$ cat config.mk
export PLATFORM = sky130hd
export DESIGN_NAME = pulse_ctrl_dec
export DESIGN_NICKNAME = d
export VERILOG_FILES = /design/src/rtl/pulse_ctrl_dec.sv
export SDC_FILE = /design/constraint.sdc
export NUM_CORES = 1
export LEC_CHECK = 0
export BUFFER_PORTS_ARGS = -buffer_cell sky130_fd_sc_hd__clkbuf_2
export CORE_UTILIZATION = 39
export CTS_CLUSTER_SIZE = 14
export DETAILED_ROUTE_END_ITERATION = 16
export GPL_ROUTABILITY_DRIVEN = 0
export GPL_TIMING_DRIVEN = 0
export PLACE_DENSITY = 0.78
export REMOVE_ABC_BUFFERS = 1
export SYNTH_ARGS = -nofsm -noshare
export SYNTH_HDL_FRONTEND = slang
export SYNTH_SLANG_ARGS = --single-unit
$ cat constraint.sdc
create_clock -name clk -period 1.95 [get_ports clk]
set_input_delay 0.39 -clock clk [delete_from_list [all_inputs] [get_ports clk]]
set_output_delay 0.39 -clock clk [all_outputs]
set_load 0.05 [all_outputs]
$ cat src/rtl/pulse_ctrl_dec.sv
module pulse_ctrl_dec #(
  parameter int DEF_STEPS   = 12,
  parameter int SHORT_STEPS = 8,
  parameter int C_FIRST = 3,
  parameter int C_LAST  = 6,
  parameter int D_FIRST = 4,
  parameter int D_LAST  = 5,
  parameter int E_FIRST = 3,
  parameter int E_LAST  = 6,
  localparam int STEP_W = $clog2(DEF_STEPS + 1)
) (
  input  logic              clk,
  input  logic              rst_n,
  input  logic [7:0]        instr,
  output logic [STEP_W-1:0] seq_step,
  output logic              pulse_c,
  output logic              pulse_d,
  output logic              pulse_e,
  output logic [7:0]        drv_sel,
  output logic [7:0]        ld_sel,
  output logic [2:0]        alu_fn,
  output logic              alu_oe,
  output logic              cond_ld,
  output logic              imm_oe,
  output logic [7:0]        imm_val,
  output logic              abort8
);

  localparam logic [STEP_W-1:0] FIRST_STEP = STEP_W'(1);

  logic [STEP_W-1:0] step_q;
  logic              short_q;
  logic              wrap;
  logic              chat;

  wire is_mv  = (instr[7:6] == 2'b00);
  wire is_ldi = (instr[7:6] == 2'b01);
  wire is_alu = (instr[7:4] == 4'b1000);
  wire known  = is_mv | is_ldi | is_alu;

  assign seq_step = step_q;
  assign pulse_c  = (step_q >= STEP_W'(C_FIRST)) && (step_q <= STEP_W'(C_LAST));
  assign pulse_d  = (step_q >= STEP_W'(D_FIRST)) && (step_q <= STEP_W'(D_LAST));
  assign pulse_e  = (step_q >= STEP_W'(E_FIRST)) && (step_q <= STEP_W'(E_LAST));

  assign chat   = pulse_d;
  assign abort8 = chat & known;

  assign wrap = ((step_q == STEP_W'(SHORT_STEPS)) && short_q) ||
                (step_q == STEP_W'(DEF_STEPS));

  always_ff @(posedge clk) begin
    if (!rst_n) begin
      step_q  <= FIRST_STEP;
      short_q <= 1'b0;
    end else begin
      step_q  <= wrap ? FIRST_STEP : step_q + FIRST_STEP;
      short_q <= wrap ? 1'b0 : (short_q | abort8);
    end
  end

  assign drv_sel = (is_mv && pulse_c) ? (8'b1 << instr[2:0]) : 8'b0;

  always_comb begin
    ld_sel = 8'b0;
    if (pulse_d) begin
      if (is_mv)
        ld_sel = 8'b1 << instr[5:3];
      else if (is_alu)
        ld_sel = instr[3] ? 8'b0000_1000 : 8'b0000_0001;
      else if (is_ldi)
        ld_sel = instr[5] ? 8'b0000_0010 : 8'b0000_0001;
    end
  end

  assign cond_ld = is_alu & pulse_d;
  assign alu_oe  = is_alu & pulse_e;
  assign alu_fn  = alu_oe ? instr[2:0] : 3'b000;
  assign imm_oe  = is_ldi & pulse_e;
  assign imm_val = imm_oe ? {{3{instr[4]}}, instr[4:0]} : 8'h00;

endmodule

==> reports/qor.yml <==
grt_pass1_vias: 745
place_hpwl_um: 1282
max_freq_mhz: 426.7
synth_area_leaders: "dfxtp_1 (16%), ha_1 (8.0%), nor3_1 (8.0%), nor2_1 (7.8%), buf_4 (7.2%)"
slew_headroom_pct: 68.95
status: "complete, but fails checks"
synthDistinctLibCells: 28
hold_viol_final: 0
maxCapViolations: 0
cts_tree: "yes"
clock_sinks: 5
drtAntennaViolNets: 0
hp-class: "in -> reg"
critical_path_class: "reg -> out"
final_max_slew_viol_count: 0
ios: 48
tightest_slew_ns: 0.4651
drc: 0
area_delta_synth_final_pct: 130.1
drt_iter0_drc: 44
root_buffer: "clkbuf_4"
die_y_um: 41.97
fillCellCount: 36
worstSetupEndpointType: "primary output"
nets: 150
fin_ws_ns: -0.3938
syn_inst: 86
ys.flop_type: "dfxtp_1"
drive_gt1_share_pct: 72.59
timing.hold.ws_ns: 0.4535
synth_warnings: 0
failed_checks: "setup timing"
rows: 14
finish.instance_area_um2: 1434
clock_skew_ns: 0.003335
via_count: 944
period_needed_ns: 2.344
antenna_cells: 0
initial_core_util_pct: 41.36
postSynth.asyncResetShare_pct: 0
rsz0062_at_grt: "yes"
power_density_nw_per_um2: 473.4
grt_max_degree: 11
die_w_um: 41.97
clock_latency_ns: 0.26
place_area_um2: 810.8
synth_largest_area_cell: "dfxtp_1"
ys_seq_area_share_pct: 16.06
cp.arrival_ns: 1.95
cp_max_fo: 6
setup_viol: 33
ir_drop_v: 0.0004326
pre_cts_ws_ns: -0.3361
critPathMaxStageDelay_ns: 0.59
portBuffers: 47
groute.usage.overall_pct: 25.63
dr.pass1.iters: 4
clock_path_buffers: 2
path_clk_slew_ns: 0.05
grt_overflow: 0
wl_per_cell_um: 21.62
crit_required_ns: 1.56
core_um2: 1506
drt-total-wl_um: 3265
fp.dieArea_um2: 1761
finalSetupTns_ns: -7.251
cp-start-kind: "flop"
synth_edf_count: 0
htree_levels: 1
mappedNetlistArea_um2: 623.1
crit_chain: "and3_2, or4b_4, nor4_4, clkbuf_8"
routed_via_density: 6.252
grt_first_pass_wirelength_um: 3422
fin_crit_sh_pct: 120.2
synth-seq-cells: 5
antenna_found_initial: 0
p_leak_nw: 0.6069
final_util_pct: 95.18
cts_buffers: 3
yosys.area.top_type_share_pct: 16.06
syn_area_per_cell_um2: 7.245
cpMaxStageDelayCell: "or4b_4"
-- cell type report --
class / instances / area [um^2] / share of cell area (%)
Inverter: 6 / 27.53 / 1.920
Tap cell: 16 / 20.02 / 1.396
Sequential cell: 5 / 108.9 / 7.592
Clock buffer: 4 / 26.28 / 1.832
Timing Repair Buffer: 55 / 600.6 / 41.88
Multi-Input combinational cell: 65 / 650.6 / 45.38
-- what timing repair did --
| action | in CTS | in global routing |
|---|---|---|
| setup endpoints to repair | 34 | 34 |
| hold buffers | 0 | 0 |
| buffers inserted | 2 | 6 |
| pin swaps | 8 | 9 |
| resized for setup | 87 | 70 |
-- cell families (layout without fill, tap and decap cells) --
family / after synthesis / in the layout / share of synthesized area (%)
xor gates and xnor gates: 3 / 3 / 4.218
adders and majority gates: 4 / 4 / 8.032
and+or+nand+nor: 53 / 53 / 47.99
DFF: 5 / 5 / 16.06
buffers and inverters: 16 / 65 / 14.46
AOI/OAI and AO/OA: 5 / 5 / 9.238
-- cell usage in the layout, fill, tap and decap left out, types with 2 or more instances in the layout --
cell,n
inv_1,3
nor3_4,4
ha_4,3
nor4b_1,2
nor2_1,4
and2_4,3
and3_1,3
nor4_4,4
clkbuf_2,9
nand3_1,2
dfxtp_4,2
xnor2_1,3
inv_4,2
nand2_1,4
buf_8,15
buf_4,14
clkbuf_4,5
nor2_2,8
dfxtp_1,2
clkbuf_8,13
or3_1,2
or4b_4,3
nor3_1,5
-- state kept, by name, indices dropped and copies added, names as in the netlist --
register,count
seq_step,4
short_q,1
-- metrics by stage --
stage                     power (mW)  std cells
after floorplan               0.3163         76
after global placement        0.3809        139
after detailed placement      0.3849        139
after CTS                     0.5828        145
after global routing          0.6965        151
final                         0.6788        151
-- report_power, final --
part | total [mW] | leakage, nW | internal (mW) | switching [mW]
Sequential | 0.134 | 0.0423 | 0.113 | 0.0205
Combinational | 0.417 | 0.550 | 0.147 | 0.270
Clock | 0.128 | 0.0150 | 0.0779 | 0.0505
-- final timing paths --
check / startpoint / to / slack [ns] / cells after the start
setup / recovery: seq_step[0]$_SDFF_PP1_ / drv_sel[4] / -0.39 / 4
hold / removal: rst_n / seq_step[1]$_SDFF_PP0_ / 0.45 / 2
setup reg to reg: seq_step[0]$_SDFF_PP1_ / short_q$_SDFF_PP0_ / 0.59 / 6
hold reg to reg: seq_step[0]$_SDFF_PP1_ / seq_step[0]$_SDFF_PP1_ / 0.46 / 1
-- cell usage after synthesis, drive strengths merged, types with 3 or more instances --
master	count
buf	7
and3	4
inv	6
or3	3
or4b	3
nand2	4
xnor2	3
nor3	10
clkbuf	3
dfxtp	5
ha	4
nor4	4
and2	4
nor2	13
nor4b	3
-- worst max-delay path: cells and delay by family, from the launching register on --
kind / cells / cell delay, ns
AND/OR/NAND/NOR: 3 / 1.09
buffers and inverters: 1 / 0.24
flip-flops: 1 / 0.37
-- layer usage --
| layer | GRT usage, % | wire length (um) | vias up |
|---|---|---|---|
| li1 | - | - | 403 |
| met1 | 28.27 | 1147 | 456 |
| met3 | 3.448 | 181 | 25 |
| met4 | 14.19 | 187 | 0 |
| met5 | 0 | 0 | - |
| met2 | 46.56 | 1749 | 60 |
No activity file was read; power rests on OpenSTA's default activity.
